$ cat config.mk
export PLATFORM = sky130hd
export DESIGN_NAME = seq_addr_bus_codec
export DESIGN_NICKNAME = d
export VERILOG_FILES = /design/src/rtl/seq_addr_bus_codec.sv
export SDC_FILE = /design/constraint.sdc
export NUM_CORES = 1
export LEC_CHECK = 0
export BUFFER_PORTS_ARGS = -buffer_cell sky130_fd_sc_hd__clkbuf_2
export CAP_MARGIN = 10
export CORE_MARGIN = 1.5
export CORE_UTILIZATION = 50
export CTS_CLUSTER_DIAMETER = 80
export DETAILED_ROUTE_END_ITERATION = 12
export PLACE_DENSITY = 0.84
export SLEW_MARGIN = 5
export SYNTH_ARGS = -nofsm -noshare
export SYNTH_HDL_FRONTEND = slang
export SYNTH_SLANG_ARGS = --single-unit
$ cat constraint.sdc
create_clock -name clk -period 3 [get_ports clk]
set_input_delay 0.3 -clock clk [delete_from_list [all_inputs] [get_ports clk]]
set_output_delay 0.3 -clock clk [all_outputs]
set_load 0.1 [all_outputs]
$ cat src/rtl/seq_addr_bus_codec.sv
module seq_addr_bus_codec #(
  parameter int AW      = 16,
  parameter int STRIDE  = 1,
  parameter bit FLAGGED = 1'b1
) (
  input  logic          clk,
  input  logic          rst_n,
  input  logic          in_valid,
  input  logic [AW-1:0] in_addr,
  output logic          bus_vld,
  output logic [AW-1:0] bus_addr,
  output logic          bus_inc,
  output logic          out_valid,
  output logic [AW-1:0] out_addr
);
  localparam logic [AW-1:0] STEP = AW'(STRIDE);

  logic [AW-1:0] enc_prev, dec_prev, dec_bus, enc_next, dec_addr;
  logic          enc_primed, dec_primed;

  wire enc_seq = enc_primed && (in_addr == enc_prev + STEP);
  wire enc_clash = !FLAGGED && enc_primed && (in_addr == bus_addr);
  wire [AW-1:0] dec_pred = dec_prev + STEP;
  wire dec_hold = FLAGGED ? bus_inc : (bus_addr == dec_bus);

  always_comb begin
    if (enc_seq)        enc_next = bus_addr;
    else if (enc_clash) enc_next = enc_prev + STEP;
    else                enc_next = in_addr;
  end

  always_ff @(posedge clk) begin
    if (!rst_n) begin
      bus_vld    <= 1'b0;
      bus_addr   <= '0;
      bus_inc    <= 1'b0;
      enc_prev   <= '0;
      enc_primed <= 1'b0;
    end else begin
      bus_vld <= in_valid;
      if (in_valid) begin
        bus_addr   <= enc_next;
        bus_inc    <= FLAGGED && enc_seq;
        enc_prev   <= in_addr;
        enc_primed <= 1'b1;
      end
    end
  end

  always_comb begin
    if (!dec_primed)                      dec_addr = bus_addr;
    else if (dec_hold)                    dec_addr = dec_pred;
    else if (!FLAGGED && bus_addr == dec_pred) dec_addr = dec_bus;
    else                                  dec_addr = bus_addr;
  end

  always_ff @(posedge clk) begin
    if (!rst_n) begin
      out_valid  <= 1'b0;
      out_addr   <= '0;
      dec_prev   <= '0;
      dec_bus    <= '0;
      dec_primed <= 1'b0;
    end else begin
      out_valid <= bus_vld;
      if (bus_vld) begin
        out_addr   <= dec_addr;
        dec_prev   <= dec_addr;
        dec_bus    <= bus_addr;
        dec_primed <= 1'b1;
      end
    end
  end


  first_full_chk: assert property (@(posedge clk) disable iff (!rst_n)
    (!enc_primed && in_valid) |=> (bus_addr == $past(in_addr) && !bus_inc));


  rebuild_match_chk: assert property (@(posedge clk) disable iff (!rst_n)
    out_valid |-> (out_addr == $past(in_addr, 2)));


  idle_bus_hold_chk: assert property (@(posedge clk) disable iff (!rst_n)
    !in_valid |=> ($stable(bus_addr) && $stable(bus_inc) && !bus_vld));


  idle_out_hold_chk: assert property (@(posedge clk) disable iff (!rst_n)
    !bus_vld |=> ($stable(out_addr) && !out_valid));

  generate
    if (FLAGGED) begin : g_flag

      frozen_on_inc_chk: assert property (@(posedge clk) disable iff (!rst_n)
        $rose(bus_inc) |-> $stable(bus_addr));
    end else begin : g_noflag

      no_inc_line_chk: assert property (@(posedge clk) disable iff (!rst_n)
        !bus_inc);

      clash_differs_chk: assert property (@(posedge clk) disable iff (!rst_n)
        (in_valid && enc_clash && !enc_seq) |=> !$stable(bus_addr));
    end
  endgenerate
endmodule

## After elaboration in Yosys (flattened, before gate mapping)

Cells that the tools add are included.

| word-level totals | value |
|---|---|
| flip-flop bits (word level) | 53 |
| input port bits | 19 |
| output and inout bits | 35 |
| word-level logic and storage cells | 16 |

| cells by class | value |
|---|---|
| add/sub/neg operators | 2 |
| equal/unequal tests | 1 |
| mux-type cells | 2 |
| bitwise gates (word level) | 1 |
| reduce and logical (&&, ||, !) cells | 2 |

Operator list:

| kind | count |
|---|---|
| 16-bit by 1-bit adder with 16-bit output, second input constant | 2 |
| 16-bit 2-to-1 mux | 2 |
| 16-bit equality test | 1 |
| 2-bit AND reduction | 1 |
| 1-bit logical AND | 1 |
| 1-bit NOT | 1 |

## Logic depth before layout (Yosys ltp)

| depth | value |
|---|---|
| depth in word-level cells | 5 |
| depth in mapped cells | 9 |
| depth with buffers taken out | 7 |

## Worst setup path after synthesis

OpenSTA, ideal clock, no wires.

| timing path | value |
|---|---|
| path type | register -> register |
| start | reg out_addr[0] (netlist name) |
| end | reg out_addr[14] |
| library setup time | 0.137 ns |
| arrival | 2.494 ns |
| required time | 2.863 ns |
| setup slack | 0.369 ns |
| cell stages (with the launch flop) | 8 |
| cell sequence | dfxtp_1 -> ha_1 -> nand3_1 -> nor3_1 -> nand2_1 -> or3_1 -> o21ai_0 -> a211oi_1 |

RTL lines:

| element | RTL line | source |
|---|---|---|
| end signal: assignment | 67 | `out_addr <= dec_addr;` |
| end: declaration | 14 | `output logic [AW-1:0] out_addr` |

## Worst setup path after layout

| timing path | value |
|---|---|
| start | reg enc_prev[0] |
| end | reg bus_addr[15] |

| between the ends | value |
|---|---|
| cells in the longest elaborated chain, start to end | 5 |

RTL lines:

| element | RTL line | source |
|---|---|---|
| start: declaration | 18 | `logic [AW-1:0] enc_prev, dec_prev, dec_bus, enc_next, dec_addr;` |
| start signal: assignment | 44 | `enc_prev <= in_addr;` |
| 16-bit by 1-bit adder with 16-bit output | n/a |  |
| 16-bit equality test | 21 | `wire enc_seq = enc_primed && (in_addr == enc_prev + STEP);` |
| 1-bit logical AND | 21 |  |
| 1-bit NOT (no line) | n/a |  |
| 2-bit AND reduction (no line) | n/a |  |
| end signal: assignment | 42 | `bus_addr <= enc_next;` |
| end: declaration | 11 | `output logic [AW-1:0] bus_addr,` |

Every way passes these cells.
A chain may end at the register's enable or synchronous reset.

==> results by group <==
Yosys
  • Syn_area_per_cell: 8.26 µm²
  • Syn Inst Count: 371
  • Synth area leader: dfxtp_1
  • Top FF cell, synth: dfxtp_1
  • Synthesis Warnings: 0
  • Syn nets: 392
  • Synth area leaders: dfxtp_1 (35%), mux2i_1 (12%), nand2_1 (7.8%)
  • Async SR Flop Fraction: 0%
  • Mapped cell area: 3060 µm²
  • Post-synth EDFFs: 0
  • Flops & latches, synth: 53
  • Post-synth top area share: 34.6%
  • Synth cell types: slightly below 60
  • Sequential fraction of the synthesis area: 34.6%

CTS
  • Clock root buffer: clkbuf_8
  • Clock Latency Late Sink: 0.31 ns
  • Reg clk slew, reported paths: 0.10 ns
  • # Post-CTS Setup Buffers: 0
  • Hold_buf cts: 0
  • CTS buffer count: 5
  • CTS Buffer Depth: 2
  • Sink Count: 53
  • Gates resized, CTS repair: 0
  • H-Tree Depth: 2
  • CTS tree: yes

Floorplan
  • Die width: 81.3 µm
  • Core Rows: 28
  • Die area: 6610 µm²
  • Die height: 81.3 µm
  • Initial Util: 51.8%
  • Core ar.: 5920 µm²
  • Io pins: between 50 and 60

GRT
  • Overflow after GRT: 0
  • Vias in the first global route: 2527
  • First-pass GRT wire length: 11000 µm
  • Largest net degree at the start of global routing: 37
  • Overall routing resource usage: 20.8%
  • Initial antenna violation count: 0

Critical path
  • Critical-path cell list: ha_1 > nand3b_1 > a221oi_2 > o2111ai_1 > or4_4 > o31ai_4 > buf_4 > mux2i_1
  • CP Max Fanout: 16
  • Worst path max stage delay: 0.54 ns
  • Critical path type: register to register
  • Critical Path AT: 3.04 ns
  • Family with the most delay on the worst path: simple AND/OR/NAND/NOR gates
  • Slowest CP cell: dfxtp_1
  • CP required: 3.24 ns
  • Startpoint types: register
  • Worst Setup End Kind: register
  • Bufs and invs on worst path: 1

Pwr
  • Sequential share of power: 50.2%
  • Lkg Pwr: 1.36 nW
  • Peak supply drop: 229 µV
  • Power Internal: 1.01 mW
  • Tot Pwr: about 1.6 mW
  • Cell Pwr Density: 466 nW/µm²
  • Clock share of power: 25.4%
  • Sw Share: 35.9%
  • Sw power: between 0.5 and 0.6 mW
  • Comb pwr share: 24.4%

Detailed routing
  • Routed WL per cell: 13.8 µm
  • 1st-iter DRT viols: 128
  • Residual DRC: 0
  • DR pass1 iterations: 4
  • Total number of vias: around 2800
  • Vias per inst: 5.76
  • DRT Wirelength: 6640 µm
  • Post-DRT Antenna Nets: 0

STA
  • F_max: 0.356 GHz
  • Worst-margin pin slew: 0.784 ns
  • Max-slew violation count: 0
  • Final setup viols: 0
  • RSZ-0062 raised after global routing: false
  • Final Hold Vio Count: 0
  • Clk_skew: 0.0111 ns
  • Tmin final: 2.81 ns
  • Final WS setup: 0.195 ns
  • Fin crit share: slightly above 90%
  • Slew HR: between 40% and 50%
  • Final TNS setup: 0 ns

Placement
  • IO Port Bufs: 53
  • DP Area: roughly 3300 µm²
  • Pre-CTS WS: 0.218 ns
  • RePlAce Congestion: 0.882
  • Final HPWL DP: 4810 µm

Final layout
  • Area grow syn2layout: 10.4%
  • Ant diodes: 0
  • Nets: 426
  • Final cell area excluding filler cells: 3380 µm²
  • Layout cell share with drive strength beyond 1: 17.7%
  • Fillers: 547
  • Layout Utilization: approximately 57%

Job
  • Number of max-cap violations: 0

Hold path
  • Hold Path Class: input port to register

Status
  • Run status: completed
## metrics by stage
| stage | instances | hold WS [ns] |
|---|---|---|
| after floorplan | 371 | 0.427 |
| after global placement | 473 | 0.446 |
| after detailed placement | 473 | 0.454 |
| after CTS | 481 | 0.245 |
| after global routing | 481 | 0.257 |
| final | 481 | 0.254 |
## registers in the layout, indices dropped and copies added (netlist names)
| name | count |
|---|---|
| out_addr | 16 |
| out_valid | 1 |
| enc_primed | 1 |
| dec_primed | 1 |
| bus_inc | 1 |
| bus_addr | 16 |
| bus_vld | 1 |
| enc_prev | 16 |
## cells in the final DEF, fill, tap and decap left out, drive strengths merged, types with 3 or more instances in the layout
cell	instances
nand2	64
clkbuf	59
dfxtp	53
nor2	41
mux2i	36
nand3	18
o21ai	15
nand4	10
xnor2	9
a211oi	8
a22oi	8
a21oi	7
nor3	5
xor2	4
o31ai	4
and2	3
or3	3
a22o	3
nand3b	3
and3	3
nor4	3
o21a	3
nor3b	3
nor2b	3
buf	3
## layer usage
layer	part of all wire [%]	up-vias	global-route usage [%]
met3	5.4	10	4.04
met5	0	-	0
met2	47	86	35.7
li1	-	1396	-
met1	46	1277	26.1
met4	1.3	0	6.55
## cell type report
class | instances | area (µm²) | area share [%]
clock buffer | 6 | 72.6 | 2.15
clock inverter | 2 | 15.0 | 0.444
inverter | 2 | 7.51 | 0.222
multi-input combinational | 287 | 1840 | 54.5
sequential | 53 | 1060 | 31.4
tap | 75 | 93.8 | 2.77
timing repair buffer | 56 | 288 | 8.51
## worst paths after layout
check,cells past startpoint,to,slack (ns),startpoint
worst min-delay path,3,bus_addr[3]$_SDFFE_PN0P_,0.25,in_addr[3]
worst max register to register,8,bus_addr[15]$_SDFFE_PN0P_,0.19,enc_prev[0]$_SDFFE_PN0P_
worst max-delay path,8,bus_addr[15]$_SDFFE_PN0P_,0.19,enc_prev[0]$_SDFFE_PN0P_
worst min register to register,2,enc_primed$_SDFFE_PN0P_,0.47,enc_primed$_SDFFE_PN0P_
## power by group through the flow
stage / registers, mW / clock network, mW / logic, mW
2_1_floorplan: 0.955 / 0 / 0.167
6_report: 0.792 / 0.401 / 0.384
3_3_place_gp: 0.804 / 0 / 0.378
3_5_place_dp: 0.807 / 0 / 0.385
5_1_grt: 0.799 / 0.440 / 0.409
4_1_cts: 0.791 / 0.414 / 0.385
## worst reg2reg max path, cell delays in order, from the launching register on
cell	delay, ns
dfxtp_1	0.54
ha_1	0.42
nand3b_1	0.15
a221oi_2	0.25
o2111ai_1	0.15
or4_4	0.53
o31ai_4	0.18
buf_4	0.30
mux2i_1	0.22
## logic make-up after synthesis
family | after synthesis | synth area share (%)
XOR/XNOR | 15 | 5.27
AO/OA/AOI/OAI | 63 | 15.4
buffers and inverters | 31 | 5.19
flip-flops | 53 | 34.6
AND/OR/NAND/NOR | 171 | 26.9
multiplexers | 36 | 11.8
adder cells (fa/ha/maj) | 2 | 0.817
## synthesized netlist by cell type, types with 7 or more instances
| cell | instances |
|---|---|
| mux2i_1 | 36 |
| a21oi_1 | 7 |
| dfxtp_1 | 53 |
| clkbuf_1 | 16 |
| nand4_1 | 10 |
| a22oi_1 | 8 |
| nand2_1 | 64 |
| xnor2_1 | 9 |
| nor2_1 | 41 |
| a211oi_1 | 8 |
| nand3_1 | 18 |
| o21ai_0 | 15 |
| buf_2 | 7 |
Note: power is estimated with default switching activity, not from simulation.
